**src/rtl/bcd_pkg.sv**
```systemverilog
package bcd_pkg;
  localparam int CNT_W = 3;

  typedef enum logic [1:0] {
    A_CCTL = 2'd0,
    A_PROT = 2'd1,
    A_PMG  = 2'd2
  } addr_e;

  typedef struct packed {
    logic       src;
    logic [1:0] pbus;
    logic [1:0] cpu;
  } cctl_t;

  localparam int CCTL_W = $bits(cctl_t);

  function automatic logic [CNT_W-1:0] cpu_ratio(input logic [1:0] code);
    case (code)
      2'b00:   return CNT_W'(2);
      2'b01:   return CNT_W'(3);
      2'b10:   return CNT_W'(4);
      default: return CNT_W'(1);
    endcase
  endfunction

  function automatic logic [CNT_W-1:0] pbus_ratio(input logic [1:0] code);
    case (code)
      2'b00:   return CNT_W'(2);
      2'b01:   return CNT_W'(3);
      default: return CNT_W'(4);
    endcase
  endfunction
endpackage

```
**src/rtl/bcd_regs.sv**
```systemverilog
module bcd_regs
  import bcd_pkg::*;
#(
  parameter int DATA_W = 8
) (
  input  logic              clk,
  input  logic              rst,
  input  logic              wr_en,
  input  logic [1:0]        wr_addr,
  input  logic [DATA_W-1:0] wr_data,
  input  logic [1:0]        rd_addr,
  output logic [DATA_W-1:0] rd_data,
  output cctl_t             cctl_o
);
  cctl_t cctl_q;
  logic  prot_q;
  logic  lock_q;
  logic  [DATA_W-1:0] rd_d;

  always_ff @(posedge clk) begin
    if (rst) begin
      cctl_q <= '0;
      prot_q <= 1'b0;
      lock_q <= 1'b0;
    end else if (wr_en) begin
      if (wr_addr == A_CCTL && !lock_q) cctl_q <= cctl_t'(wr_data[CCTL_W-1:0]);
      if (wr_addr == A_PROT)            prot_q <= wr_data[0];
      if (wr_addr == A_PMG && prot_q)   lock_q <= lock_q | wr_data[0];
    end
  end

  always_comb begin
    rd_d = '0;
    case (rd_addr)
      A_CCTL:  rd_d[CCTL_W-1:0] = cctl_q;
      A_PROT:  rd_d[0] = prot_q;
      A_PMG:   rd_d[0] = lock_q;
      default: rd_d = '0;
    endcase
  end

  always_ff @(posedge clk) begin
    if (rst) rd_data <= '0;
    else     rd_data <= rd_d;
  end

  assign cctl_o = cctl_q;

  AST_RST_DEFAULT: assert property (@(posedge clk) disable iff (rst)
    $past(rst) |-> (cctl_q == '0 && !prot_q && !lock_q));
  AST_PMG_GUARD: assert property (@(posedge clk) disable iff (rst)
    (wr_en && wr_addr == A_PMG && !prot_q && !lock_q) |=> !lock_q);
  AST_PROT_HOLD: assert property (@(posedge clk) disable iff (rst)
    (!(wr_en && wr_addr == A_PROT)) |=> $stable(prot_q));
  AST_CCTL_FROZEN: assert property (@(posedge clk) disable iff (rst)
    lock_q |=> $stable(cctl_q));
  AST_LOCK_STICKY: assert property (@(posedge clk) disable iff (rst)
    lock_q |=> lock_q);
endmodule

```
**src/rtl/bcd_divider.sv**
```systemverilog
module bcd_divider #(
  parameter int CNT_W     = 3,
  parameter int RST_RATIO = 2
) (
  input  logic             clk,
  input  logic             rst,
  input  logic             tick_i,
  input  logic [CNT_W-1:0] ratio_i,
  output logic             en_o
);
  logic [CNT_W-1:0] cnt_q;
  logic [CNT_W-1:0] cur_q;
  logic             last;

  assign last = (cnt_q == cur_q - CNT_W'(1));

  always_ff @(posedge clk) begin
    if (rst) begin
      cnt_q <= '0;
      cur_q <= CNT_W'(RST_RATIO);
      en_o  <= 1'b0;
    end else begin
      en_o <= 1'b0;
      if (tick_i) begin
        if (last) begin
          cnt_q <= '0;
          cur_q <= ratio_i;
          en_o  <= 1'b1;
        end else begin
          cnt_q <= cnt_q + CNT_W'(1);
        end
      end
    end
  end

  AST_PULSE_AFTER_TICK: assert property (@(posedge clk) disable iff (rst)
    en_o |-> $past(tick_i));
  AST_CNT_IN_PERIOD: assert property (@(posedge clk) disable iff (rst)
    (cnt_q < cur_q));
endmodule

```
**src/rtl/baseclk_divlock.sv**
```systemverilog
module baseclk_divlock
  import bcd_pkg::*;
#(
  parameter int DATA_W = 8
) (
  input  logic              clk,
  input  logic              rst,
  input  logic              pll_tick,
  input  logic              osc_tick,
  input  logic              wr_en,
  input  logic [1:0]        wr_addr,
  input  logic [DATA_W-1:0] wr_data,
  input  logic [1:0]        rd_addr,
  output logic [DATA_W-1:0] rd_data,
  output logic              cpu_en,
  output logic              pbus_en
);
  localparam int NUM_OUT = 2;

  cctl_t            cctl;
  logic             base_tick;
  logic [CNT_W-1:0] ratio [NUM_OUT];
  logic [NUM_OUT-1:0] en_vec;

  bcd_regs #(.DATA_W(DATA_W)) u_regs (
    .clk(clk), .rst(rst), .wr_en(wr_en), .wr_addr(wr_addr), .wr_data(wr_data),
    .rd_addr(rd_addr), .rd_data(rd_data), .cctl_o(cctl)
  );

  assign base_tick = cctl.src ? osc_tick : pll_tick;
  assign ratio[0]  = cpu_ratio(cctl.cpu);
  assign ratio[1]  = pbus_ratio(cctl.pbus);

  for (genvar g = 0; g < NUM_OUT; g++) begin : g_div
    bcd_divider #(.CNT_W(CNT_W), .RST_RATIO(2)) u_div (
      .clk(clk), .rst(rst), .tick_i(base_tick), .ratio_i(ratio[g]), .en_o(en_vec[g])
    );
  end

  assign cpu_en  = en_vec[0];
  assign pbus_en = en_vec[1];

  AST_SRC_OSC_ONLY: assert property (@(posedge clk) disable iff (rst)
    ($past(cctl.src) && $stable(cctl.src) && !$past(osc_tick)) |-> !(cpu_en || pbus_en));
endmodule

```
**config.mk**
```make
export PLATFORM = sky130hd
export DESIGN_NAME = baseclk_divlock
export DESIGN_NICKNAME = d
export VERILOG_FILES = /design/src/rtl/bcd_pkg.sv /design/src/rtl/bcd_regs.sv /design/src/rtl/bcd_divider.sv /design/src/rtl/baseclk_divlock.sv
export SDC_FILE = /design/constraint.sdc
export NUM_CORES = 1
export LEC_CHECK = 0
export CORE_AREA = 3 3 57 59
export CTS_CLUSTER_DIAMETER = 150
export CTS_CLUSTER_SIZE = 16
export DETAILED_ROUTE_END_ITERATION = 10
export DIE_AREA = 0 0 60 62
export HOLD_SLACK_MARGIN = 0.15
export PLACE_DENSITY = 0.72
export SLEW_MARGIN = 20
export SYNTH_ARGS = -nofsm -noshare
export SYNTH_HDL_FRONTEND = slang
export SYNTH_SLANG_ARGS = --single-unit
```
**constraint.sdc**
```tcl
create_clock -name clk -period 1.6 [get_ports clk]
set_clock_uncertainty 0.05 [all_clocks]
set_input_delay 0.24 -clock clk [delete_from_list [all_inputs] [get_ports clk]]
set_output_delay 0.24 -clock clk [all_outputs]
set_load 0.01 [all_outputs]
```
==> out/results.ini, run 1 <==
[clock_tree]
clkTransAtPathRegs_ps = 130
cts_tree = yes
cts_htree_levels = 1
post-cts-setup-buffers = 0
clk-insertion-delay-late_ps = 320
cts-buffers-inserted = 3
tritoncts_num_sinks = 26
cts.hold.buffers_added = 0
cts.path.max_buffers = 2
clockRootBuffer = sky130_fd_sc_hd__clkbuf_4

[placement]
place.gp.congestion = 0.717
io_buffer_count = 20
dp_worst_setup_slack_ps = -119

[timing]
fin_ws_ps = 85.7
totalNegativeSetupSlack_ps = 0
finalSetupViolations = 0
setup_repair_after_global_routing_missed_its_margin = false
drv_slew = 0
hold_viol = 0
timing.final.crit_share = 0.946
minimum_clock_period_after_layout_ps = 1510
fmax_achieved_mhz = 660

[global_routing]
pin_count_of_the_biggest_net_entering_global_routing = 15
grtUsageTotal = 0.129
first_global_vias = 886
grt_pass1_wl_mm = 3.48
globalRoute.totalOverflow = 0
initial_antenna_violation_count = 0

[critical_path]
startpoint_type = flip-flop
critPathBufInv = 1
critical_path_cell_sequence = inv_1 -> ha_4 -> xor2_2 -> and4_4 -> mux2_4
criticalPathCategory = flip-flop to flip-flop
worst_path_largest_cell_delay_ps = 350
critical_path.slowest_cell = sky130_fd_sc_hd__dfxtp_2
critPathMaxFanout = 3
critPathCaptureType = flip-flop
top_delay_family_on_crit_path = flip-flops
cp_data_required_time_ps = 1770
data_arrival_time_of_the_critical_path_ps = 1690

[synthesis]
count_of_distinct_cell_types_in_the_synthesized_netlist = 32
avgSynthCellArea_um2 = 10.5
synth.cell_area_um2 = 1220
postSynthCellCount = 116
count_of_synthesis_stage_warnings_from_yosys = 0
synth-seq-area-share = 0.426
ys_dominant_reg_cell = sky130_fd_sc_hd__dfxtp_1
asyncSetResetFlopFracSynth = 0
ys_ff_latch = 26
synth_enable_flop_cells = 0

[detailed_routing]
antenna_left = 0
via_per_inst = 4.95
aggregate_routed_wire_length_mm = 2.19
first_pass_iters = 3
num_vias = 872
avgRoutedWirePerCell_um = 12.5
drc = 0
drt_iter0_markers = 8

[die]
ios = 27
num_rows = 19
initial_utilization = 0.443
core_region_area_um2 = 2760
design.die.area_um2 = 3720
fp.dieH_um = 62
chipWidth_um = 60

[pwr]
vdd.ir_drop.worst_mv = 0.574
power.density_cell_area_nw_per_um2 = 752
p_total_mw = 1.18
power.leakage_nw = 0.626

[cells_and_area]
final_net_count = 167
area_growth_from_synthesis_to_layout_pct = 28.4
drive_above_1_share = 0.200
n_antenna_cell = 0
layout.filler_cells = 262

[run]
max_cap_viol = 0

[outcome]
run_status = finished clean

[min_path]
hp-class = flip-flop to flip-flop

## worst paths after layout
kind	start	end	slack, ps	cells past startpoint
max	g_div[1].u_div.cur_q[1]	g_div[1].u_div.cur_q[1]	90	5
min	u_regs.cctl_o[2]	u_regs.rd_data[2]	450	1
max reg2reg	g_div[1].u_div.cur_q[1]	g_div[1].u_div.cur_q[1]	90	5
min reg2reg	u_regs.cctl_o[2]	u_regs.rd_data[2]	450	1
## cells in the mapped netlist (all sizes together), types with 3 or more instances
master  count  share of area
ha          4          0.041
dfxtp      26           0.43
and2        4          0.020
nand2b      6          0.031
nand2       3         0.0092
mux2i      15           0.12
nor2b       3          0.015
a21oi       3          0.012
inv         6          0.018
xor2        4          0.029
nor2        9          0.028
nor3        3          0.012
buf         6          0.036
## through the flow
stage / instances / cell area (um^2) / util / hold WS (ps)
4_1_cts: 176 / 1540 / 0.558 / 453
5_1_grt: 176 / 1570 / 0.569 / 445
3_5_place_dp: 172 / 1500 / 0.544 / 423
3_3_place_gp: 172 / 1500 / 0.544 / 419
6_report: 176 / 1570 / 0.569 / 448
2_1_floorplan: 118 / 1230 / - / 331
## worst reg2reg max path, delay by kind of cell, from the launching register on
family / cells / cell delay [ps]
simple gates: 1 / 260
fa+ha+maj: 1 / 270
xor+xnor: 1 / 140
mux: 1 / 300
buf+inv: 1 / 60
flops: 1 / 350
## logic make-up (layout without fill, tap and decap cells)
| family | count (synthesis) | after routing | synth area share |
|---|---|---|---|
| AOI/OAI and AO/OA | 10 | 10 | 0.0605 |
| xor gates and xnor gates | 6 | 6 | 0.0656 |
| adders and majority gates | 4 | 4 | 0.0410 |
| buffers and inverters | 14 | 41 | 0.0605 |
| DFF | 26 | 26 | 0.426 |
| muxes | 17 | 17 | 0.148 |
| other | 1 | 3 | 0.00307 |
| and+or+nand+nor | 38 | 38 | 0.196 |
## routing by layer
metal,up-vias,wire [um],global-route usage
met2,21,1070,0.233
met5,-,0,0
met4,0,48,0.0854
met1,397,965,0.134
met3,5,105,0.0289
li1,449,-,-
## sequential cells by signal (all words and copies together), names as in the netlist
name               flops
g_div.u_div.cnt_q      6
u_regs.rd_data         5
u_regs.lock_q          1
g_div.u_div.en_o       2
u_regs.prot_q          1
u_regs.cctl_o          5
g_div.u_div.cur_q      6
## where the power goes
| group | leakage, nW | internal, mW | switching (mW) |
|---|---|---|---|
| clock | 0.0210 | 0.139 | 0.190 |
| sequential | 0.211 | 0.666 | 0.0169 |
| combinational | 0.394 | 0.0993 | 0.0669 |
## layout make-up
type	count	area, um^2	share of cell area
Tap cell	31	38.8	0.0247
Clock buffer	4	36.3	0.0231
Inverter	6	22.5	0.0144
Multi-Input combinational cell	78	661	0.421
Timing Repair Buffer	31	287	0.183
Sequential cell	26	523	0.334
## cell usage in the layout (no fill, tap or decap), drive strengths merged, types with 3 or more instances in the layout
cell type       n
dfxtp          26
clkdlybuf4s50  20
mux2i          15
buf            11
nor2            9
inv             6
nand2b          6
and2            4
xor2            4
ha              4
clkbuf          4
nand2           3
a21oi           3
nor2b           3
nor3            3
conb            3
## repair_timing
item	4_1_cts	5_1_grt
setup endpoints to repair	1	9
endpoints found under the hold margin	0	0
pin swaps	0	2
gates cloned	0	0
resized for setup	1	6
(Power assumes the default switching activity.)
==> run 2, diff against run 1 <==
--- a/config.mk
+++ b/config.mk
@@ -16,3 +16,4 @@
 export SYNTH_ARGS = -nofsm -noshare
 export SYNTH_HDL_FRONTEND = slang
 export SYNTH_SLANG_ARGS = --single-unit
+export TNS_END_PERCENT = 1
==> run 2 against run 1 <==
Non-clock buffer count unchanged. Total power decreased by 0.10%. Fmax increased by 1.0%. Hold slack about the same. Largest power group unchanged.
==> out/results.ini, run 2 (synthesis results as in run 1) <==
[placement]
placed_instance_area_um2 = 1500
dp_worst_setup_slack_ps = -119
io_buffer_count = 20
place.gp.congestion = 0.717

[critical_path]
critPathCaptureType = flip-flop
startpoint_type = flip-flop
timing.reg2reg.setup_slack_ps = 100
setup.worst_path.end = g_div[0].u_div.cur_q[0]
criticalPathCategory = flip-flop to flip-flop
worst_r2r_path_depth = 5
critPathMaxFanout = 6
critical_path.startpoint = g_div[0].u_div.cur_q[0]
data_arrival_time_of_the_critical_path_ps = 1710
cp_data_required_time_ps = 1810
regToRegStartpoint = g_div[0].u_div.cur_q[0]
rr_endpoint = g_div[0].u_div.cur_q[0]

[timing]
finalSetupViolations = 0
holdWs_ps = 448
fmax_achieved_mhz = 667
hold_viol = 0
drv_slew = 0
timing.final.crit_share = 0.937
totalNegativeSetupSlack_ps = 0
setup_repair_after_global_routing_missed_its_margin = false
fin_ws_ps = 101
minimum_clock_period_after_layout_ps = 1500

[clock_tree]
cts.path.max_buffers = 2
cts-buffers-inserted = 3
tritoncts_num_sinks = 26
clkTransAtPathRegs_ps = 130
cts_htree_levels = 1
cts_tree = yes
post-cts-setup-buffers = 0
clk-insertion-delay-late_ps = 320
clockRootBuffer = sky130_fd_sc_hd__clkbuf_4
cts.hold.buffers_added = 0

[global_routing]
first_global_vias = 886
globalRoute.totalOverflow = 0
initial_antenna_violation_count = 0
grtUsageTotal = 0.129
grt_pass1_wl_mm = 3.48
pin_count_of_the_biggest_net_entering_global_routing = 15

[detailed_routing]
aggregate_routed_wire_length_mm = 2.20
via_per_inst = 4.97
antenna_left = 0
drc = 0
avgRoutedWirePerCell_um = 12.5
first_pass_iters = 3
drt_iter0_markers = 8
num_vias = 874

[min_path]
hp-class = flip-flop to flip-flop

[cells_and_area]
n_antenna_cell = 0
area_growth_from_synthesis_to_layout_pct = 28.1
mostFrequentLayoutCells = sky130_fd_sc_hd__dfxtp_1, sky130_fd_sc_hd__clkdlybuf4s50_1, sky130_fd_sc_hd__mux2i_1, sky130_fd_sc_hd__buf_4, sky130_fd_sc_hd__nor2_1
reg.largest.list = g_div.u_div.cnt_q: 6 flops, g_div.u_div.cur_q: 6 flops
layout_commonest_cell = sky130_fd_sc_hd__dfxtp_1
layout.filler_cells = 263
design_area_um2 = 1560
drive_above_1_share = 0.200
final_net_count = 167

[die]
fp.dieH_um = 62
ios = 27
initial_utilization = 0.443
design.die.area_um2 = 3720
num_rows = 19
chipWidth_um = 60
core_region_area_um2 = 2760

[outcome]
run_status = finished clean

[pwr]
vdd.ir_drop.worst_mv = 0.573
power.leakage_nw = 0.625
p_total_mw = 1.18
power.density_cell_area_nw_per_um2 = 753

[run]
max_cap_viol = 0

==> run 2: cell count changes in the layout (fill, tap and decap cells not counted) <==
| cell | previous run | this run |
|---|---|---|
| sky130_fd_sc_hd__buf_6 | 1 | 0 |
| sky130_fd_sc_hd__buf_4 | 10 | 11 |
==> run 2: cell type report <==
cell class	instances	area, um^2	share of cell area
clock buffers	4	36.3	0.0232
inverters	6	22.5	0.0144
multi-input cells	78	661	0.422
flip-flops and latches	26	523	0.334
well taps	31	38.8	0.0248
repair buffers	31	283	0.181
==> run 2: how the worst min path moves through the flow <==
stage | to | cells past startpoint | start | slack [ps]
finish | u_regs.rd_data[2] | 1 | u_regs.cctl_o[2] | 450
global route | u_regs.cctl_o[2] | 3 | wr_data[2] | 450
CTS | u_regs.rd_data[2] | 1 | u_regs.cctl_o[2] | 450
detailed placement | u_regs.rd_data[2] | 1 | u_regs.cctl_o[2] | 420
global placement | u_regs.rd_data[2] | 1 | u_regs.cctl_o[2] | 420
floorplan | u_regs.lock_q | 2 | wr_addr[1] | 330
==> run 2: what timing repair did <==
item	CTS	global route
endpoints found under the hold margin	0	0
resized for setup	1	5
cloned	0	0
setup endpoints to repair	1	9
pin swaps	0	1
==> run 2: report_power, final <==
part	internal, mW	switching [mW]
clock network	0.139	0.190
registers	0.666	0.0169
logic	0.0983	0.0667
total	0.903	0.274
==> run 2: routing by layer <==
layer  wire length [um]  vias up  global-route usage
li1                   -      449                   -
met1                964      399               0.134
met2               1080       21               0.233
met3                105        5              0.0289
met4                 48        0              0.0854
met5                  0        -                   0
==> run 2: critical path, cell delays in order (launching register included) <==
cell                      delay (ps)
sky130_fd_sc_hd__dfxtp_1         350
sky130_fd_sc_hd__inv_1            40
sky130_fd_sc_hd__ha_1            290
sky130_fd_sc_hd__xor2_1          190
sky130_fd_sc_hd__and4_4          320
sky130_fd_sc_hd__mux2i_1         200
==> run 2: metrics by stage <==
step | cells | util
global placement | 172 | 0.544
finish | 176 | 0.567
global route | 176 | 0.567
CTS | 176 | 0.558
detailed placement | 172 | 0.544
floorplan | 118 | -
